--- src/rtl/vsip_pkg.sv ---
// Package: shared widths and the registered pending-bit bundle.
// Assumes: the selector width is fixed by the register layout.
package vsip_pkg;
    localparam int SEL_W  = 6;
    localparam int TIME_W = 64;

    typedef struct packed {
        logic seip;
        logic stip;
        logic sgeip;
    } vsip_bits_t;
endpackage

--- src/rtl/vsip_guest_select.sv ---
// Module: picks one guest-external pending bit by selector and flags
// selector values above GEILEN. Entry 0 never matches.
// Assumes: 1 <= GEILEN <= 63; pend holds entries 1..GEILEN only.
module vsip_guest_select #(
    parameter int GEILEN = 8,
    parameter int SEL_W  = 6
) (
    input  logic [GEILEN:1]  pend,
    input  logic [SEL_W-1:0] sel,
    output logic             pick,
    output logic             illegal
);
    logic [GEILEN:1] hit;

    // One comparator per implemented entry; at most one can match.
    for (genvar g = 1; g <= GEILEN; g++) begin : g_hit
        assign hit[g] = pend[g] & (sel == SEL_W'(g));
    end

    // Range flag and merged pick.
    always_comb begin
        illegal = (sel > SEL_W'(GEILEN));
        pick    = |hit;
    end
endmodule

--- src/rtl/vsip_timer_cmp.sv ---
// Module: shifted timer compare. Adds the offset to the time counter
// with modulo wrap and tests the sum unsigned against the compare value.
// Assumes: all three operands are the same width.
module vsip_timer_cmp #(
    parameter int TIME_W = 64
) (
    input  logic [TIME_W-1:0] now,
    input  logic [TIME_W-1:0] delta,
    input  logic [TIME_W-1:0] cmp,
    output logic              fire
);
    logic [TIME_W-1:0] shifted;

    // Wrapped sum followed by the unsigned greater-or-equal test.
    always_comb begin
        shifted = now + delta;
        fire    = (shifted >= cmp);
    end
endmodule

--- src/rtl/vsip_guest_reduce.sv ---
// Module: summary of guest-external sources that are both pending and enabled.
// Assumes: the caller passes entries 1..GEILEN only.
module vsip_guest_reduce #(
    parameter int GEILEN = 8
) (
    input  logic [GEILEN:1] pend,
    input  logic [GEILEN:1] en,
    output logic            any
);
    // Masked OR reduction.
    always_comb any = |(pend & en);
endmodule

--- src/rtl/vsip_compose.sv ---
// Module: top of the virtual supervisor pending composer. Merges the
// injected, platform, guest-external and timer sources into three
// registered pending bits.
// Assumes: synchronous active-low reset; 1 <= GEILEN <= 63.
module vsip_compose
    import vsip_pkg::*;
#(
    parameter int GEILEN = 8
) (
    input  logic              clk,
    input  logic              rst_n,
    input  logic              inj_seip,
    input  logic              inj_stip,
    input  logic              plat_seip,
    input  logic [GEILEN:0]   ge_pend,
    input  logic [GEILEN:0]   ge_en,
    input  logic [SEL_W-1:0]  ge_sel,
    input  logic [TIME_W-1:0] time_now,
    input  logic [TIME_W-1:0] time_delta,
    input  logic [TIME_W-1:0] time_cmp,
    output logic              vs_seip,
    output logic              vs_stip,
    output logic              sg_eip,
    output logic              sel_illegal
);
    logic       sel_pick;
    logic       tmr_fire;
    logic       ge_any;
    logic       unused_bit0;
    vsip_bits_t nxt_q;
    vsip_bits_t cur_q;

    // Entry 0 of both vectors is read-only zero and is dropped here.
    assign unused_bit0 = ge_pend[0] ^ ge_en[0];

    vsip_guest_select #(.GEILEN(GEILEN), .SEL_W(SEL_W)) u_sel (
        .pend    (ge_pend[GEILEN:1]),
        .sel     (ge_sel),
        .pick    (sel_pick),
        .illegal (sel_illegal)
    );

    vsip_timer_cmp #(.TIME_W(TIME_W)) u_tmr (
        .now   (time_now),
        .delta (time_delta),
        .cmp   (time_cmp),
        .fire  (tmr_fire)
    );

    vsip_guest_reduce #(.GEILEN(GEILEN)) u_red (
        .pend (ge_pend[GEILEN:1]),
        .en   (ge_en[GEILEN:1]),
        .any  (ge_any)
    );

    // Next-state composition of the three pending bits.
    always_comb begin
        nxt_q.seip  = inj_seip | plat_seip | (sel_pick & ~sel_illegal);
        nxt_q.stip  = inj_stip | tmr_fire;
        nxt_q.sgeip = ge_any;
    end

    // Output register with synchronous clear.
    always_ff @(posedge clk) begin
        if (!rst_n) cur_q <= '0;
        else        cur_q <= nxt_q;
    end

    assign vs_seip = cur_q.seip;
    assign vs_stip = cur_q.stip;
    assign sg_eip  = cur_q.sgeip;
endmodule

--- config.mk ---
export PLATFORM = sky130hd
export DESIGN_NAME = vsip_compose
export DESIGN_NICKNAME = d
export VERILOG_FILES = /design/src/rtl/vsip_pkg.sv /design/src/rtl/vsip_guest_select.sv /design/src/rtl/vsip_timer_cmp.sv /design/src/rtl/vsip_guest_reduce.sv /design/src/rtl/vsip_compose.sv
export SDC_FILE = /design/constraint.sdc
export NUM_CORES = 1
export LEC_CHECK = 0
export BUFFER_PORTS_ARGS = -buffer_cell sky130_fd_sc_hd__buf_2
export CORE_MARGIN = 4
export CORE_UTILIZATION = 49
export CTS_BUF_LIST = sky130_fd_sc_hd__clkbuf_8 sky130_fd_sc_hd__clkbuf_16
export DETAILED_ROUTE_END_ITERATION = 12
export PLACE_DENSITY = 0.81
export SYNTH_ARGS = -nofsm -noshare
export SYNTH_HDL_FRONTEND = slang
export SYNTH_SLANG_ARGS = --single-unit
--- constraint.sdc ---
create_clock -name clk -period 4.5 [get_ports clk]
set_input_delay 0.225 -clock clk [delete_from_list [all_inputs] [get_ports clk]]
set_output_delay 0.225 -clock clk [all_outputs]
set_load 0.02 [all_outputs]
; Yosys cells after proc, flatten, opt, wreduce, memory -nomap -nowiden
; Index checks and enable logic that the tools add are counted.
[op_classes]
bitwise_logic = 14
n_eq_ne = 8
magnitude_cmp = 2
n_reduce_logical = 2
addsub = 1
[op_table]
columns = operator, n
row1 = $add 64x64->64, 1
row2 = $ge 64x64->1, 1
row3 = $eq 6x3->1 const B, 4
row4 = $reduce_or 8->1, 2
row5 = $eq 6x2->1 const B, 2
row6 = $and 1x1->1, 9
row7 = $and 8x8->8, 1
row8 = $eq 6x1->1 const B, 1
row9 = $eq 6x4->1 const B, 1
row10 = $gt 6x4->1 const B, 1
row11 = $or 1x1->1, 3
row12 = $not 1->1, 1
[word_totals]
reg_bits = 3
out_inout_bits = 4
elab_cells = 30

; Logic depth before layout (Yosys ltp)
[depth]
ltp_word = 5
mapped_depth = 23
ltp_nobuf = 23

; Modules after synthesis
; A second synthesis with hierarchy kept.
[unflattened]
cells_unflattened = 855
area_unflattened_um2 = 5884.4
[by_module_without_submodules]
columns = module, seq_area_each_um2, cells_per_inst, instances, area_each_um2
row1 = vsip_timer_cmp, 0.0, 827, 1, 5646.7
row2 = vsip_guest_select, 0.0, 16, 1, 112.6
row3 = vsip_compose, 60.1, 7, 1, 88.8
row4 = vsip_guest_reduce, 0.0, 5, 1, 36.3

; Worst setup path after synthesis
; Ideal clock, no wire load.
[synth_timing]
path_type = input -> register
start = input time_now[14]
end = register cur_q (netlist bit vs_stip)
t_arrival_ns = 3.979
path_stages = 21
path_slack_ns = 0.393
setup_time_ns = 0.128
n_path_buf = 0
cell_sequence = ha_1 a21o_1 a21o_1 a21o_1 a221o_1 o32ai_2 o21ai_1 a21oi_2 o21ai_0 xor2_1 ha_1 a21o_1 a21o_1 a21o_1 a21o_1 a21oi_1 nor2b_1 o21ai_0 o311ai_0 a211oi_1 o22ai_1
[synth_via]
elab_chain_cells = 3
[synth_lines]
columns = item, line
row1 = start: declaration, vsip_compose.sv:18  ; input logic [TIME_W-1:0] time_now,
row2 = $add 64x64->64, vsip_timer_cmp.sv:16  ; shifted = now + delta;
row3 = $ge 64x64->1, vsip_timer_cmp.sv:17  ; fire = (shifted >= cmp);
row4 = $or 1x1->1, vsip_compose.sv:59  ; nxt_q.stip = inj_stip | tmr_fire;
row5 = end signal: assignment, vsip_compose.sv:66  ; else cur_q <= nxt_q;
row6 = end: declaration, vsip_compose.sv:31  ; vsip_bits_t cur_q;
; Every way passes these cells.
; A chain may end at the register's enable or synchronous reset.

; Final worst setup path
[layout_timing]
start = input time_now[24]
end = register cur_q (netlist bit vs_stip)
; Same word-level chain as after synthesis.

==> summary.txt <==
Floorplan
  • Core area: 0.0109 mm^2
  • Die H: 114 um
  • Initial core utilization: 0.505
  • Core Rows: 38
  • IO Pins: around 230
  • Total die area: 0.0130 mm^2
  • Die Wd: 114 um

Synth
  • Post-Synth Adder-Cell Area: 0.291
  • Asr flop ratio synth: 0
  • Synth cell types: 69
  • Cell with the most instances after synthesis: ha_1
  • Syn Nets: 1134
  • Top_reg_cell synth: dfxtp_1
  • Simple-Gate Fraction of Synth Area: 0.190
  • Largest area contributor in the synthesized netlist: ha_1
  • FF+latch count, synth: 3
  • Sequential fraction of the synthesis area: 0.0109
  • Synth Area in Compound Gates: 0.326
  • Synth Area per Inst: 7.03 um^2
  • Mapped Cells: 785
  • Main area contributors after synthesis: ha_1 (29%), a21oi_1 (9.4%), a21o_1 (5.8%), xnor2_1 (5.7%), inv_1 (5.6%)
  • Syn Std Cell Area: 0.00552 mm^2
  • Syn. warnings: 0
  • Share of the synthesized area in the top cell type: 0.288
  • Multiplexer area fraction after synthesis: 0.00612
  • EDFF count, synth: 0
  • Largest family of logic cells by synthesized area: compound AO/OA/AOI/OAI gates
  • XOR/XNOR Fraction of Synth Area: 0.100
  • Commonest cells in the netlist: ha_1 (127), a21oi_1 (104), inv_1 (82)

Run status
  • Status: finished, final reports clean

Global routing
  • Initial antenna violation count: 0
  • Vias in the first global route: 6290
  • Remaining Overflow, GRT: 0
  • GRT Total Usage: 0.241
  • Largest net degree at the start of global routing: 9
  • First-pass GRT wire length: around 27000 um

Timing
  • Tcrit/Tclk final: 0.972
  • Setup violators final: 0
  • Hold slack final: 217 ps
  • Worst Setup Slack, final: 127 ps
  • Final TNS setup: 0 ps
  • Slew Limit Fails: 0
  • Rel. slew slack: 0.543
  • Final hold vios: 0
  • Worst-margin pin slew: 668 ps
  • Final min period: between 4000 and 5000 ps
  • Fmax: 229 MHz

Setup path
  • Critical-path top delay cell: or4_4
  • Critical-path maximum fanout: 5
  • Setup CP Type: in -> reg
  • Delay-heaviest family, CP: compound AO/OA/AOI/OAI gates
  • Worst path arrival time: 4520 ps
  • Startpoint types: input port
  • CP Launch Point: time_now[24]
  • CP endpoint kind: flip-flop
  • CP Data Required Time: 4650 ps
  • Largest stage delay on the critical path: about 540 ps
  • CP Buf/Inv Count: 3
  • Crit path to: vs_stip
  • Critical path, cell by cell: buf_2, ha_1, a21o_1, a21o_1, a211oi_2, o211ai_2, a221oi_4, o41ai_4, buf_4, a21oi_4, o21bai_4, a2111oi_4, xnor2_1, ha_1, nand4_1, nor4_1, buf_4, nand2_1, or4_4, o22ai_2
  • Stages on worst setup path: 20

Layout
  • Final nets: between 1000 and 1500
  • Post-Route Utilization: 0.660
  • Area occupied by multi-input gates: 0.00513 mm^2
  • Fill count: 1012
  • Area growth, synth to finish: 30.8%
  • Fraction of layout cells with a size suffix above 1: 0.298
  • Register area: 60.1 um^2
  • Antenna cells: 0

Clocking
  • Inserted Clock Buffers: 3
  • CTS clk-pin slew, worst paths: 30 ps
  • CTS root buf: clkbuf_16
  • CTS H-Tree Depth: 1
  • CTS tree: yes
  • Clock Path Buffers: 2
  • Sink Count: 3

Pwr
  • Peak supply drop: 0.279 mV
  • Power Density: 175 mW/mm^2
  • Static Leak: between 3 and 4 nW

Route
  • DRC viols: 0
  • Post-route ant nets: 0
  • Via Count: 6542
  • Iter 0 DRT Violations: 352
  • Drt pass-1 iters: 5
  • Routed length per instance: 14.6 um
  • Vias per inst: 5.54
  • Routed WL: about 17000 um

Place
  • Placer congestion estimate: 0.958
  • Dpl ws: -188 ps
  • Post-DP HPWL: 15200 um
  • IO Port Bufs: 222

Hold path
  • Hold Path Class: in -> reg
  • Hold path startpoint: inj_seip

Flow run
  • Max Cap Violations: 0
==> flip-flops by register name (all words and copies together), names as in the netlist <==
name and flops:
sg_eip 1, vs_stip 1, vs_seip 1
==> worst min path at each step <==
| stage | endpoint | slack (ps) | cells after the start |
|---|---|---|---|
| after floorplan | vs_seip | 350 | 2 |
| after global placement | vs_seip | 440 | 3 |
| after detailed placement | vs_seip | 450 | 3 |
| after CTS | vs_seip | 220 | 3 |
| after global routing | vs_seip | 280 | 3 |
| final | vs_seip | 220 | 3 |
==> power breakdown <==
| group | internal [W] | switching, W |
|---|---|---|
| combinational | 0.000515 | 0.000583 |
| clock | 0.000114 | 0.0000229 |
| sequential | 0.0000293 | 0.000000464 |
==> metrics by stage <==
stage,cell area (um^2),instances,total power (W)
2_1_floorplan,5520,785,0.000759
5_1_grt,7220,1180,0.00140
6_report,7220,1180,0.00127
3_5_place_dp,7020,1171,0.00108
3_3_place_gp,7020,1171,0.00106
4_1_cts,7100,1175,0.00123
==> tightest hold or removal path, cell delays in order <==
cell and delay (ps):
buf_2 70, nor3_1 40, nor2_1 70
==> per-layer routing <==
| layer | GRT usage | up-vias | share of wire |
|---|---|---|---|
| met5 | 0 | - | 0 |
| li1 | - | 3368 | - |
| met3 | 0.0164 | 32 | 0.055 |
| met2 | 0.423 | 211 | 0.48 |
| met1 | 0.324 | 2931 | 0.44 |
| met4 | 0.0491 | 0 | 0.020 |
==> cell families after synthesis <==
kind of cell / after synthesis
AO/OA/AOI/OAI: 273
XOR/XNOR: 63
adder cells (fa/ha/maj): 128
buffers and inverters: 101
flip-flops: 3
multiplexers: 2
AND/OR/NAND/NOR: 215
==> layout by cell type, fill, tap and decap left out, types with 15 or more instances in the layout <==
master	instances
buf_2	222
ha_1	127
a21oi_1	102
inv_1	83
nand2_1	69
buf_4	48
nor2_1	44
a21o_1	43
o21ai_0	42
xnor2_1	36
xor2_1	27
nand4_1	26
nor2b_1	16
nand2b_1	15
==> layout make-up <==
class / instances / share of cell area
Tap cell: 140 / 0.0243
Timing Repair Buffer: 270 / 0.204
Clock buffer: 3 / 0.0104
Sequential cell: 3 / 0.00832
Clock inverter: 1 / 0.000520
Inverter: 82 / 0.0426
Multi-Input combinational cell: 681 / 0.710
==> repair_timing <==
action,CTS,global route
resized for setup,0,26
buffers inserted,0,5
hold buffers,0,0
setup endpoints to repair,0,1
No activity file was read; power rests on OpenSTA's default activity.
